==> config.mk <==
export PLATFORM = sky130hd
export DESIGN_NAME = gwc_mode_ctrl
export DESIGN_NICKNAME = d
export VERILOG_FILES = /design/src/rtl/gwc_pkg.sv /design/src/rtl/gwc_handshake.sv /design/src/rtl/gwc_timeout.sv /design/src/rtl/gwc_flush.sv /design/src/rtl/gwc_mode_ctrl.sv
export SDC_FILE = /design/constraint.sdc
export NUM_CORES = 1
export LEC_CHECK = 0
export ABC_CLOCK_PERIOD_IN_PS = 2400
export BUFFER_PORTS_ARGS = -buffer_cell sky130_fd_sc_hd__buf_2
export CAP_MARGIN = 15
export CORE_MARGIN = 2
export CORE_UTILIZATION = 51
export DETAILED_ROUTE_END_ITERATION = 8
export PLACE_DENSITY = 0.86
export RECOVER_POWER = 100
export SYNTH_ARGS = -nofsm -noshare
export SYNTH_HDL_FRONTEND = slang
export SYNTH_SLANG_ARGS = --single-unit
==> constraint.sdc <==
create_clock -name clk -period 2.4 [get_ports clk]
set_clock_uncertainty 0.1 [all_clocks]
set_input_delay 0.48 -clock clk [delete_from_list [all_inputs] [get_ports clk]]
set_output_delay 0.48 -clock clk [all_outputs]
set_load 0.05 [all_outputs]
==> src/rtl/gwc_pkg.sv <==
package gwc_pkg;
    typedef enum logic [1:0] {
        MODE_IDLE  = 2'd0,
        MODE_REQ   = 2'd1,
        MODE_FLUSH = 2'd2,
        MODE_LOCAL = 2'd3
    } gw_mode_e;

    typedef struct packed {
        gw_mode_e mode;
        logic     en;
        logic     sel;
    } gw_ctl_s;
endpackage

==> src/rtl/gwc_handshake.sv <==
module gwc_handshake #(
    parameter int DATA_W = 8
) (
    input  logic              clk,
    input  logic              rst_n,
    input  logic              req_i,
    input  logic [DATA_W-1:0] data_i,
    input  logic              allow_i,
    output logic              accept_o,
    output logic              ack_o,
    output logic [DATA_W-1:0] data_o
);
    typedef struct packed {
        logic              ack;
        logic [DATA_W-1:0] data;
    } hs_s;

    hs_s hs_d, hs_q;

    assign accept_o = req_i & ~hs_q.ack & allow_i;

    always_comb begin
        hs_d = hs_q;
        if (accept_o) begin
            hs_d.ack  = 1'b1;
            hs_d.data = data_i;
        end else if (!req_i) begin
            hs_d.ack = 1'b0;
        end
    end

    always_ff @(posedge clk or negedge rst_n) begin
        if (!rst_n) hs_q <= '0;
        else        hs_q <= hs_d;
    end

    assign ack_o  = hs_q.ack;
    assign data_o = hs_q.data;

    a_r2_ack_rise_needs_req: assert property (@(posedge clk) disable iff (!rst_n)
        $rose(ack_o) |-> $past(req_i));
    a_r2_ack_fall_needs_release: assert property (@(posedge clk) disable iff (!rst_n)
        $fell(ack_o) |-> !$past(req_i));
    a_r2_accept_acks: assert property (@(posedge clk) disable iff (!rst_n)
        accept_o |=> ack_o);
endmodule

==> src/rtl/gwc_timeout.sv <==
module gwc_timeout #(
    parameter int TIMEOUT = 16
) (
    input  logic clk,
    input  logic rst_n,
    input  logic load_i,
    input  logic run_i,
    output logic expired_o
);
    localparam int CW = $clog2(TIMEOUT + 1);
    localparam logic [CW-1:0] LOADV = CW'(TIMEOUT);

    logic [CW-1:0] cnt_d, cnt_q;

    always_comb begin
        cnt_d = cnt_q;
        if (load_i)                       cnt_d = LOADV;
        else if (run_i && cnt_q != '0)    cnt_d = cnt_q - 1'b1;
    end

    always_ff @(posedge clk or negedge rst_n) begin
        if (!rst_n) cnt_q <= LOADV;
        else        cnt_q <= cnt_d;
    end

    assign expired_o = (cnt_q == '0);

    a_r4_reload: assert property (@(posedge clk) disable iff (!rst_n)
        load_i |=> cnt_q == LOADV);
    a_r4_no_wrap: assert property (@(posedge clk) disable iff (!rst_n)
        cnt_q <= LOADV);
endmodule

==> src/rtl/gwc_flush.sv <==
module gwc_flush #(
    parameter int DEPTH = 4
) (
    input  logic clk,
    input  logic rst_n,
    input  logic load_i,
    input  logic tick_i,
    output logic last_o
);
    localparam int CW = $clog2(DEPTH + 1);
    localparam logic [CW-1:0] LOADV = CW'(DEPTH);

    logic [CW-1:0] cnt_d, cnt_q;

    always_comb begin
        cnt_d = cnt_q;
        if (load_i)                        cnt_d = LOADV;
        else if (tick_i && cnt_q != '0)    cnt_d = cnt_q - 1'b1;
    end

    always_ff @(posedge clk or negedge rst_n) begin
        if (!rst_n) cnt_q <= LOADV;
        else        cnt_q <= cnt_d;
    end

    assign last_o = (cnt_q == CW'(1));

    a_r5_bounded: assert property (@(posedge clk) disable iff (!rst_n)
        cnt_q <= LOADV);
    a_r5_load_full: assert property (@(posedge clk) disable iff (!rst_n)
        load_i |=> cnt_q == LOADV);
endmodule

==> src/rtl/gwc_mode_ctrl.sv <==
module gwc_mode_ctrl
    import gwc_pkg::*;
#(
    parameter int DATA_W  = 8,
    parameter int TIMEOUT = 16,
    parameter int DEPTH   = 4
) (
    input  logic              clk,
    input  logic              rst_n,
    input  logic              stop_i,
    input  logic              in_req_i,
    input  logic [DATA_W-1:0] in_data_i,
    output logic              in_ack_o,
    output logic [DATA_W-1:0] in_data_o,
    input  logic              loc_tick_i,
    output logic              isl_clk_en_o,
    output logic              isl_clk_sel_o,
    output logic [1:0]        mode_o
);
    gw_ctl_s ctl_d, ctl_q;

    logic allow, accept, expired, flush_last, flush_load, flush_tick;

    always_comb begin
        unique case (ctl_q.mode)
            MODE_IDLE, MODE_REQ: allow = !stop_i;
            MODE_LOCAL:          allow = !stop_i && !loc_tick_i;
            default:             allow = 1'b0;
        endcase
    end

    gwc_handshake #(.DATA_W(DATA_W)) u_hs (
        .clk(clk), .rst_n(rst_n), .req_i(in_req_i), .data_i(in_data_i),
        .allow_i(allow), .accept_o(accept), .ack_o(in_ack_o), .data_o(in_data_o)
    );

    gwc_timeout #(.TIMEOUT(TIMEOUT)) u_to (
        .clk(clk), .rst_n(rst_n), .load_i(accept),
        .run_i(ctl_q.mode == MODE_REQ), .expired_o(expired)
    );

    assign flush_tick = (ctl_q.mode == MODE_FLUSH) && loc_tick_i && !stop_i;

    gwc_flush #(.DEPTH(DEPTH)) u_fl (
        .clk(clk), .rst_n(rst_n), .load_i(flush_load),
        .tick_i(flush_tick), .last_o(flush_last)
    );

    always_comb begin
        ctl_d      = ctl_q;
        ctl_d.en   = 1'b0;
        flush_load = 1'b0;
        if (stop_i) begin
            ctl_d.mode = MODE_IDLE;
        end else if (accept) begin
            ctl_d.mode = MODE_REQ;
            ctl_d.en   = 1'b1;
            ctl_d.sel  = 1'b0;
        end else begin
            unique case (ctl_q.mode)
                MODE_REQ: begin
                    if (expired) begin
                        ctl_d.mode = MODE_FLUSH;
                        flush_load = 1'b1;
                    end
                end
                MODE_FLUSH: begin
                    if (loc_tick_i) begin
                        ctl_d.en  = 1'b1;
                        ctl_d.sel = 1'b1;
                        if (flush_last) ctl_d.mode = MODE_LOCAL;
                    end
                end
                MODE_LOCAL: begin
                    if (loc_tick_i) begin
                        ctl_d.en  = 1'b1;
                        ctl_d.sel = 1'b1;
                    end
                end
                default: ;
            endcase
        end
    end

    always_ff @(posedge clk or negedge rst_n) begin
        if (!rst_n) ctl_q <= '{mode: MODE_IDLE, en: 1'b0, sel: 1'b0};
        else        ctl_q <= ctl_d;
    end

    assign isl_clk_en_o  = ctl_q.en;
    assign isl_clk_sel_o = ctl_q.sel;
    assign mode_o        = ctl_q.mode;

    a_r3_pulse_per_accept: assert property (@(posedge clk) disable iff (!rst_n)
        accept |=> isl_clk_en_o && !isl_clk_sel_o);
    a_r9_stop_idles: assert property (@(posedge clk) disable iff (!rst_n)
        stop_i |=> mode_o == 2'd0 && !isl_clk_en_o);
    a_r7_local_pulse_has_tick: assert property (@(posedge clk) disable iff (!rst_n)
        (isl_clk_en_o && isl_clk_sel_o) |-> $past(loc_tick_i));
    a_r6_no_ack_in_flush: assert property (@(posedge clk) disable iff (!rst_n)
        $rose(in_ack_o) |-> $past(mode_o) != 2'd2);
    a_r4_flush_from_req: assert property (@(posedge clk) disable iff (!rst_n)
        (mode_o == 2'd2 && $past(mode_o) != 2'd2) |-> $past(mode_o) == 2'd1);
endmodule

==> results of run 1 <==
## per-layer routing
metal	vias to the layer above	global-route usage, %
met5	-	0
met1	378	24.0
li1	371	-
met3	6	2.12
met4	0	9.26
met2	27	32.9
## layout by cell type, fill, tap and decap left out
master	Yosys	final
and2_2	1	1
nand2_1	4	4
dfrtp_1	19	18
nor2_1	10	10
inv_1	8	8
dfstp_2	2	2
nor3_1	3	3
dfrtp_2	0	1
a211oi_1	3	3
buf_2	2	11
or4b_1	1	1
mux2_2	8	8
clkbuf_1	1	15
a221oi_2	1	1
o31a_1	1	1
o21ai_0	1	2
nor4b_1	3	3
nor2b_1	2	2
nand2b_1	3	3
nand4_1	1	1
buf_12	0	1
ha_1	9	9
nor4_1	1	1
clkbuf_4	0	3
a21oi_1	2	2
xor2_1	3	3
nand3_1	2	2
xnor2_1	3	3
## final timing paths
kind	to	slack, ns	cells past startpoint
setup reg to reg	u_hs.data_o[1]$_DFFE_PN0P_	0.14	6
min in group clk	u_hs.ack_o$_DFFE_PN0P_	0.30	3
hold / removal	isl_clk_en_o$_DFF_PN0_	0.24	1
max in group asynchronous	mode_o[0]$_DFFE_PN0P_	1.25	1
setup / recovery	u_hs.data_o[1]$_DFFE_PN0P_	0.14	6
hold reg to reg	u_hs.data_o[6]$_DFFE_PN0P_	0.41	1
## power by group
| group | internal, mW | switching, mW | total [mW] | leakage (nW) |
|---|---|---|---|---|
| logic | 0.280 | 0.625 | 0.905 | 0.266 |
| clock network | 0.0648 | 0.100 | 0.165 | 0.0150 |
| registers | 0.522 | 0.106 | 0.628 | 0.258 |
## critical path, delay by kind of cell (launching register included)
| family | cells | cell delay, ns |
|---|---|---|
| simple gates | 1 | 0.43 |
| mux | 1 | 0.33 |
| buf+inv | 2 | 0.26 |
| compound gates | 1 | 0.36 |
| flops | 1 | 0.40 |
| fa+ha+maj | 1 | 0.28 |
## sequential cells by signal (all words and copies together) (netlist names)
signal,cells
isl_clk_en_o,1
mode_o,2
u_fl.cnt_q,3
isl_clk_sel_o,1
u_to.cnt_q,5
u_hs.data_o,8
u_hs.ack_o,1
## final cells by class
| cell class | instances | area, sq um |
|---|---|---|
| Timing Repair Buffer | 26 | 128 |
| Tap cell | 27 | 33.8 |
| Sequential cell | 21 | 529 |
| Multi-Input combinational cell | 63 | 487 |
| Inverter | 8 | 30.0 |
| Fill cell | 192 | 728 |
| Clock buffer | 4 | 26.3 |
## through the flow
stage | area, sq um | hold WS (ns) | power [mW] | setup slack [ns]
finish | 1230 | 0.237 | 1.70 | 0.135
global route | 1230 | 0.294 | 1.83 | 0.0197
CTS | 1250 | 0.0199 | 1.75 | 0.118
detailed placement | 1220 | 0.352 | 1.58 | 0.132
global placement | 1220 | 0.349 | 1.53 | 0.277
floorplan | 1070 | 0.0844 | 1.35 | 0.0562
## kinds of logic after synthesis
family	after synthesis	share of synthesized area (%)
buffers and inverters	12	4.81
muxes	8	8.45
DFF	21	49.5
adders and majority gates	9	10.6
and+or+nand+nor	31	15.5
AOI/OAI and AO/OA	9	6.22
xor gates and xnor gates	6	4.93
==> results.md, run 1 <==
- Wire per inst: between 10 and 15 microns
- Slew at the pin closest to its max-slew limit: around 1.1 ns
- Maximum vdd drop: about 1100 uV
- Syn Area/Cell: about 11 sq um
- DRC Markers: 0
- Clock sink count: 21
- Pin count of the biggest net entering global routing: 22
- CP cell instances: inv_1 > ha_1 > nor4b_1 > o31a_1 > buf_12 > mux2_2
- Cts bufs inserted: 3
- CTS root buffer: clkbuf_4
- Setup TNS: 0 ns
- Number of flops mapped to enable cells by yosys: 0
- Fin crit share: approximately 94%
- Status: finished, final reports clean
- Aggregate global routing overflow: 0
- Met3 WL: 97 microns
- Post-synthesis instance area: 1070 sq um
- DRT iter0 DRCs: 5
- Vias in the first global route: 842
- Area Overhead vs Synth: 15.7%
- Width of the die: about 50 microns
- Diode count: 0
- Synth warnings: 0
- Post_cts resized: 0
- Drt via density: ~5.2
- Critical Path Sink Type: flip-flop
- Hold buffer count at CTS: 0
- Met1 WL: just over 800 microns
- Final wirelength: between 1.5 and 2 mm
- Crit path from: mode_o[0]$_DFFE_PN0P_
- Max cap viols: 0
- Reg2reg start: mode_o[0]$_DFFE_PN0P_
- Final Util: a little over three fifths
- Arrival time worst endpoint: between 2 and 2.5 ns
- DRT antenna net count: 0
- Share of cells above drive strength 1: a little under a quarter
- Max_slew headroom: ~28%
- Distinct cell type count after synthesis: 27
- DR pass1 iterations: 4
- Initial core utilization: 54.3%
- Worst Path Max Fanout: 13
- Gr usage total: between 10% and 20%
- Wire length on met2: 988 microns
- Fin crit period: between 2 and 2.5 ns
- Nets: 145
- Routed vias: between 700 and 800
- Core box area: around 2000 sq um
- First-pass GRT wire length: between 3 and 4 mm
- Die ar.: ~2500 sq um
- Commonest cells in the netlist: dfrtp_1, nor2_1, ha_1, inv_1, mux2_2
- Number of buffers added on ports: 25
- Initial antenna violation count: 0
- Leading area contributor after synthesis: dfrtp_1
- RSZ-0062 raised after global routing: false
- Rows: 16
- Dpl hpwl: roughly 1.6 mm
- Post-synthesis async set-or-reset flop share: 100%
- Largest stage delay, worst path: between 0.4 and 0.5 ns
- Hold crit path type: input pin to async pin
- Top FF cell, synth: dfrtp_1
- Placed cell count: around 150
- Setup bufs post-CTS: 0
- DR top layer: met4
- Register bit total from synthesis: 21
- Post-route insts no fill: between 100 and 150
- Crit start category: flip-flop
- CP Class: flip-flop to flip-flop
- H-tree levels: 1
- Post-Syn Instances: 96
- Syn_nets: ~120
- Max-slew violations: 0
- Clock-pin slew on the worst setup and hold paths: 0.11 ns
- I/O Pins: 26
- Placer congestion estimate: approximately 0.77
- Required time of the critical path: 2.49 ns
- Final setup fails: 0
- Top cell type's share of synthesized area: 44.6%
- Count leader, synth: dfrtp_1
- Final Hold Vio Count: 0
- Fmax: roughly 440 MHz
- Sequential cell area fraction in the yosys report: between 40% and 50%
- Longest Clk Path Bufs: 2
- Chip height: just under 50 microns
- PD cells: between 1000 and 1500 nW/um^2
- CTS tree: yes
- CP max-delay cell: nor4b_1
- Leak: 0.539 nW
- Worst-skew pair later-pin latency: 0.30 ns
- Synth area leaders: dfrtp_1, ha_1, mux2_2, dfstp_2, nor2_1
No activity file was read; power rests on OpenSTA's default activity.
==> inputs of run 2 (changes only) <==
--- a/config.mk
+++ b/config.mk
@@ -5,11 +5,12 @@
 export SDC_FILE = /design/constraint.sdc
 export NUM_CORES = 1
 export LEC_CHECK = 0
+export ABC_AREA = 1
 export ABC_CLOCK_PERIOD_IN_PS = 2400
 export BUFFER_PORTS_ARGS = -buffer_cell sky130_fd_sc_hd__buf_2
 export CAP_MARGIN = 15
 export CORE_MARGIN = 2
-export CORE_UTILIZATION = 51
+export CORE_UTILIZATION = 52
 export DETAILED_ROUTE_END_ITERATION = 8
 export PLACE_DENSITY = 0.86
 export RECOVER_POWER = 100
==> results.md, run 2 <==
- Pin count of the biggest net entering global routing: 23 (+4.5%)
- Share of cells above drive strength 1: 12.3% (-11 points)
- CTS tree: yes
- Register area: 528 sq um (-0.24%)
- Leading area contributor after synthesis: dfrtp_1
- Final setup fails: 0 (unchanged)
- Adder-cell area share of the yosys netlist: 9.89% (-0.67 points)
- Dpl ws: 0.541 ns (+0.409 ns)
- Area Overhead vs Synth: 12.4%
- Final wirelength: 2.24 mm (+14%)
- Max-slew violations: 0 (unchanged)
- Clock-pin slew on the worst setup and hold paths: 0.12 ns (about the same)
- Arrival time worst endpoint: 2.03 ns (-0.33 ns)
- DRC Markers: 0 (unchanged)
- Clock sink count: 21 (unchanged)
- Core box area: 2020 sq um (+3.1%)
- Hold crit path type: input pin to flip-flop
- Required time of the critical path: 2.55 ns (+0.06 ns)
- Nets: 194 (+34%)
- Syn Area/Cell: 7.91 sq um (-29%)
- Vias in the first global route: 977 (+16%)
- Post-Syn Instances: 144 (+50%)
- CP Class: flip-flop to flip-flop
- Routed vias: 962 (+23%)
- Crit path max-delay family: simple AND/OR/NAND/NOR gates
- Chip height: 50.8 microns (+2.2%)
- First-pass GRT wire length: 4.04 mm (+12%)
- Simple-Gate Fraction of Synth Area: 29.8% (+14 points)
- Post-synthesis instance area: 1140 sq um (+6.8%)
- Count leader, synth: nand2_1
- Initial antenna violation count: 0 (unchanged)
- CP max-delay cell: dfrtp_1
- Worst-skew pair later-pin latency: 0.30 ns (about the same)
- DRT iter0 DRCs: 18 (+13)
- Largest stage delay, worst path: 0.44 ns (about the same)
- Fin worst setup slack: 0.517 ns (+0.382 ns)
- Fin crit share: 78.4% (-16 points)
- Longest Clk Path Bufs: 2 (unchanged)
- Most common cell after layout, fill and taps aside: nand2_1
- Status: finished, final reports clean
- DR pass1 iterations: 4 (unchanged)
- Top cell type's share of synthesized area: 41.8% (-2.8 points)
- Sequential cell area fraction in the yosys report: 46.4% (-3.2 points)
- Crit path buffers/inverters: 3 (+1)
- Top FF cell, synth: dfrtp_1
- RSZ-0062 raised after global routing: false
- Number of buffers added on ports: 25 (unchanged)
- Post-synthesis mux area share: 0% (-8.5 points)
- Die ar.: 2580 sq um (+4.4%)
- Cts bufs inserted: 3 (unchanged)
- Max_slew headroom: 24.8% (-3.6 points)
- Max reg flops: 8 (unchanged)
- Slew at the pin closest to its max-slew limit: 1.13 ns (+0.0546 ns)
- Number of flops mapped to enable cells by yosys: 0 (unchanged)
- Crit start category: flip-flop
- Gr usage total: 21.2% (+2.0 points)
- Maximum vdd drop: 827 uV (-23%)
- Hold buffer count at CTS: 0 (unchanged)
- Post-synthesis async set-or-reset flop share: 100% (unchanged)
- Final Hold Vio Count: 0 (unchanged)
- Placer congestion estimate: 0.824 (+7.4%)
- H-tree levels: 1 (unchanged)
- Synth area leaders: dfrtp_1, nand2_1, ha_1, inv_1, dfstp_2
- Xor/xnor share of the synthesized area: 0% (-4.9 points)
- Worst Path Max Fanout: 22 (+9)
- Fillers: 193 (+0.52%)
- Width of the die: 50.8 microns (+2.2%)
- Max cap viols: 0 (unchanged)
- Fin crit period: 1.88 ns (-0.382 ns)
- Wire per inst: 11.3 microns (-14%)
- Fmax: 531 MHz (+20%)
- Setup TNS: 0 ns (unchanged)
- Commonest cells in the netlist: nand2_1, dfrtp_1, inv_1, nand3_1, ha_1
- Critical Path Sink Type: flip-flop
- Synth warnings: 0 (unchanged)
- Syn_nets: 166 (+41%)
- PD cells: 1340 nW/um^2 (-2.6%)
- Largest family of logic cells by synthesized area: simple AND/OR/NAND/NOR gates
- Rows: 16 (unchanged)
- Most frequent cells in the layout: nand2_1, inv_1, dfrtp_1
- Distinct cell type count after synthesis: 21 (-22%)
- DRT antenna net count: 0 (unchanged)
- Post_cts resized: 0 (unchanged)
- Dpl hpwl: 1.74 mm (+12%)
- CP cell instances: inv_1 > ha_1 > inv_1 > nand2_1 > nor2_1 > nand2_2 > inv_1 > nand2_1 > nand2_1
- Diode count: 0 (unchanged)
- Initial core utilization: 56.3% (+2.0 points)
- CTS root buffer: clkbuf_4
- Setup bufs post-CTS: 0 (unchanged)
- Complex-gate fraction of the synthesized area: 5.60% (-0.62 points)
- Aggregate global routing overflow: 0 (unchanged)
- Multi-input combinational cell area: 504 sq um (+3.6%)
- I/O Pins: 26 (unchanged)
- Drt via density: 4.86 (-7.4%)
- Register bit total from synthesis: 21 (unchanged)
- Leak: 0.721 nW (+34%)
run 2: changes by cell type after synthesis, sizes merged, moves of 8 or more:
cell / change
nand2: +54
mux2: -8
nand3: +9
inv: +13
run 2: final timing paths:
check,from,endpoint,slack [ns],cells after the start
worst min register to register,u_fl.cnt_q[2]$_DFFE_PN1P_,u_fl.cnt_q[2]$_DFFE_PN1P_,0.39,2
worst max register to register,mode_o[0]$_DFFE_PN0P_,u_hs.data_o[0]$_DFFE_PN0P_,0.52,9
worst min-delay path,stop_i,isl_clk_en_o$_DFF_PN0_,0.24,2
worst max-delay path,mode_o[0]$_DFFE_PN0P_,u_hs.data_o[0]$_DFFE_PN0P_,0.52,9
max in group asynchronous,rst_n,u_fl.cnt_q[0]$_DFFE_PN0P_,1.28,1
min in group asynchronous,rst_n,u_to.cnt_q[2]$_DFFE_PN0P_,0.26,1
run 2: area by class of cell:
class / instances / share of cell area (%)
timing repair buffer: 25 / 8.41
clock inverter: 1 / 0.391
tap: 27 / 2.64
clock buffer: 3 / 1.76
sequential: 21 / 41.3
multi-input combinational: 100 / 39.4
inverter: 21 / 6.16
run 2: kinds of logic after synthesis:
kind of cell	count (synthesis)
and+or+nand+nor	80
buffers and inverters	23
DFF	21
AOI/OAI and AO/OA	11
adders and majority gates	9
run 2: per-stage QoR:
stage | power [mW] | area [sq um] | utilization, % | cells | hold WS (ns)
4_1_cts | 1.77 | 1310 | 64.7 | 198 | 0.0163
6_report | 1.72 | 1280 | 63.3 | 198 | 0.244
3_5_place_dp | 1.59 | 1280 | 63.4 | 194 | 0.363
5_1_grt | 1.88 | 1280 | 63.3 | 198 | 0.233
3_3_place_gp | 1.54 | 1280 | 63.4 | 194 | 0.356
2_1_floorplan | 1.37 | 1140 | - | 144 | 0.0844
run 2: power breakdown:
group / leakage [nW] / switching (mW) / internal [mW]
logic: 0.438 / 0.706 / 0.238
clock network: 0.0177 / 0.110 / 0.0622
registers: 0.265 / 0.0889 / 0.510
total: 0.721 / 0.906 / 0.810
run 2: metal layers:
metal	wire [microns]	part of all wire (%)	up-vias	global-route usage, %
met2	1150	51	18	37.7
met3	83	3.7	4	4.17
met4	44	2.0	0	9.91
li1	-	-	500	-
met1	958	43	440	24.2
met5	0	0	-	0
==> inputs of run 3 (changes only) <==
--- a/config.mk
+++ b/config.mk
@@ -6,7 +6,7 @@
 export NUM_CORES = 1
 export LEC_CHECK = 0
 export ABC_AREA = 1
-export ABC_CLOCK_PERIOD_IN_PS = 2400
+export ABC_CLOCK_PERIOD_IN_PS = 1780
 export BUFFER_PORTS_ARGS = -buffer_cell sky130_fd_sc_hd__buf_2
 export CAP_MARGIN = 15
 export CORE_MARGIN = 2
==> constraint.sdc (replaced) <==
create_clock -name clk -period 1.78 [get_ports clk]
set_clock_uncertainty 0.1 [all_clocks]
set_input_delay 0.356 -clock clk [delete_from_list [all_inputs] [get_ports clk]]
set_output_delay 0.356 -clock clk [all_outputs]
set_load 0.05 [all_outputs]
==> results.md, run 3 (synthesis results as in run 2) <==
- Status: finished, final reports clean
- Drt via density: 5.00 (+2.8%)
- First-pass GRT wire length: 3.93 mm (-2.7%)
- Rows: 16 (unchanged)
- PD cells: 1780 nW/um^2 (+33%)
- Arrival time worst endpoint: 1.74 ns (-0.29 ns)
- Fin crit share: 92.9% (+14 points)
- Max cap viols: 0 (unchanged)
- Setup bufs post-CTS: 0 (unchanged)
- Share of cells above drive strength 1: 18.8% (+6.5 points)
- Number of buffers added on ports: 25 (unchanged)
- Core box area: 2020 sq um (unchanged)
- FF-to-FF setup slack: 0.13 ns (-0.39 ns)
- H-tree levels: 1 (unchanged)
- Beginning of the worst hold path: in_data_i[3]
- Diode count: 0 (unchanged)
- Max-slew violations: 0 (unchanged)
- Initial core utilization: 56.3% (unchanged)
- Gr usage total: 20.5% (-0.75 points)
- Final Hold Vio Count: 0 (unchanged)
- Area Overhead vs Synth: 17.6%
- Longest Clk Path Bufs: 2 (unchanged)
- CTS root buffer: clkbuf_4
- Worst-skew pair later-pin latency: 0.30 ns (about the same)
- Hold Path Stages: 3 (+1)
- I/O Pins: 26 (unchanged)
- DRC Markers: 0 (unchanged)
- Clock sink count: 21 (unchanged)
- Wire per inst: 11.3 microns (+0.16%)
- Cts bufs inserted: 3 (unchanged)
- Routed vias: 1014 (+5.4%)
- Required time of the critical path: 1.87 ns (-0.68 ns)
- Final Util: 66.2% (+2.9 points)
- Most frequent cells in the layout: nand2_1, inv_1, dfrtp_1
- Reg2reg start: mode_o[0]$_DFFE_PN0P_
- Final setup fails: 0 (unchanged)
- Width of the die: 50.8 microns (unchanged)
- Crit path buffers/inverters: 2 (-1)
- Vias in the first global route: 978 (+0.10%)
- Hold crit path type: input pin to flip-flop
- CP Class: flip-flop to flip-flop
- Initial antenna violation count: 0 (unchanged)
- Aggregate global routing overflow: 0 (unchanged)
- Most common cell after layout, fill and taps aside: nand2_1
- Clock-pin slew on the worst setup and hold paths: 0.11 ns (about the same)
- Fmax: 605 MHz (+14%)
- RSZ-0062 raised after global routing: false
- Fin crit period: 1.65 ns (-0.229 ns)
- CTS tree: yes
- Crit start category: flip-flop
- Die ar.: 2580 sq um (unchanged)
- DRT iter0 DRCs: 23 (+5)
- CP max-delay cell: dfrtp_2
- Max_slew headroom: 60.3% (+36 points)
- Hold EP: u_hs.data_o[3]$_DFFE_PN0P_
- CP cell instances: inv_1 > ha_1 > inv_1 > nand2_1 > nor2_2 > nand2_2 > a21oi_2 > o22ai_1
- CP dominant cell by count: inv_1
- Pin count of the biggest net entering global routing: 22 (-4.3%)
- Dpl hpwl: 1.75 mm (+0.52%)
- Chip height: 50.8 microns (unchanged)
- Worst Path Max Fanout: 10 (-55%)
- DRT antenna net count: 0 (unchanged)
- Setup TNS: 0 ns (unchanged)
- Leak: 0.751 nW (+4.2%)
- DR pass1 iterations: 4 (unchanged)
- Worst hold slack: 0.144 ns (-0.100 ns)
- Maximum vdd drop: 1090 uV (+32%)
- Placer congestion estimate: 0.876 (+6.3%)
- R2R cell count: 8 (-1)
- Crit path max-delay family: flip-flops
- Critical Path Sink Type: flip-flop
- Nets: 199 (+2.6%)
- Max reg flops: 8 (unchanged)
- Final wirelength: 2.30 mm (+2.7%)
- Reg2reg end: isl_clk_sel_o$_DFFE_PN0P_
- Slew at the pin closest to its max-slew limit: 0.598 ns (-0.530 ns)
- Largest stage delay, worst path: 0.42 ns (-0.02 ns)
## run 3: changes by cell type in the layout (fill, tap and decap cells not counted), sizes merged
cell and change:
nand2 +1, clkinv -1, clkbuf +1, buf +3
dlygate4sd3 +1
## run 3: metrics by stage
| step | power, mW | instances | area [sq um] | worst slack [ns] |
|---|---|---|---|---|
| 2_1_floorplan | 1.85 | 144 | 1140 | 0.0530 |
| 3_3_place_gp | 2.11 | 197 | 1310 | 0.0981 |
| 3_5_place_dp | 2.17 | 197 | 1310 | 0.0304 |
| 4_1_cts | 2.40 | 202 | 1340 | 0.0164 |
| 5_1_grt | 2.58 | 203 | 1340 | 0.00268 |
| 6_report | 2.38 | 203 | 1340 | 0.127 |
## run 3: worst max-delay path by stage
stage                           from                        end  slack, ns  depth (start not counted)
3_3_place_gp   mode_o[0]$_DFFE_PN0P_      mode_o[0]$_DFFE_PN0P_        0.1                         10
5_1_grt        mode_o[0]$_DFFE_PN0P_      mode_o[1]$_DFFE_PN0P_      0.003                         11
3_5_place_dp   mode_o[1]$_DFFE_PN0P_      mode_o[1]$_DFFE_PN0P_       0.03                         10
6_report       mode_o[0]$_DFFE_PN0P_  isl_clk_sel_o$_DFFE_PN0P_       0.13                          8
2_1_floorplan  mode_o[0]$_DFFE_PN0P_      mode_o[1]$_DFFE_PN0P_       0.05                         11
4_1_cts        mode_o[1]$_DFFE_PN0P_      mode_o[1]$_DFFE_PN0P_       0.02                         10
## run 3: layout make-up
cell class                 count  area, sq um
clock buffer                   4         26.3
fill                         169          683
inverter                      21         78.8
multi-input combinational    101          524
sequential                    21          531
tap                           27         33.8
timing repair buffer          29          145
## run 3: tightest hold or removal path, cell delays in order
cell     delay [ns]
buf_2          0.07
nand2_1        0.04
nand2_1        0.04
## run 3: power by group
group | switching [mW] | internal (mW)
clock network | 0.138 | 0.0873
logic | 0.976 | 0.357
registers | 0.127 | 0.692
total | 1.24 | 1.14
## run 3: per-layer routing
| metal | wire length (microns) | vias up | share of wire (%) | global-route usage, % |
|---|---|---|---|---|
| met2 | 1130 | 27 | 49 | 33.1 |
| met4 | 40 | 0 | 1.7 | 11.7 |
| met1 | 1010 | 467 | 44 | 24.7 |
| met5 | 0 | - | 0 | 0 |
| li1 | - | 516 | - | - |
| met3 | 110 | 4 | 4.8 | 5.06 |
## run 3: repair_timing
item | 4_1_cts | 5_1_grt
endpoints found under the setup margin | 0 | 14
hold buffers | 1 | 0
endpoints found under the hold margin | 19 | 0
resized for setup | 0 | 1
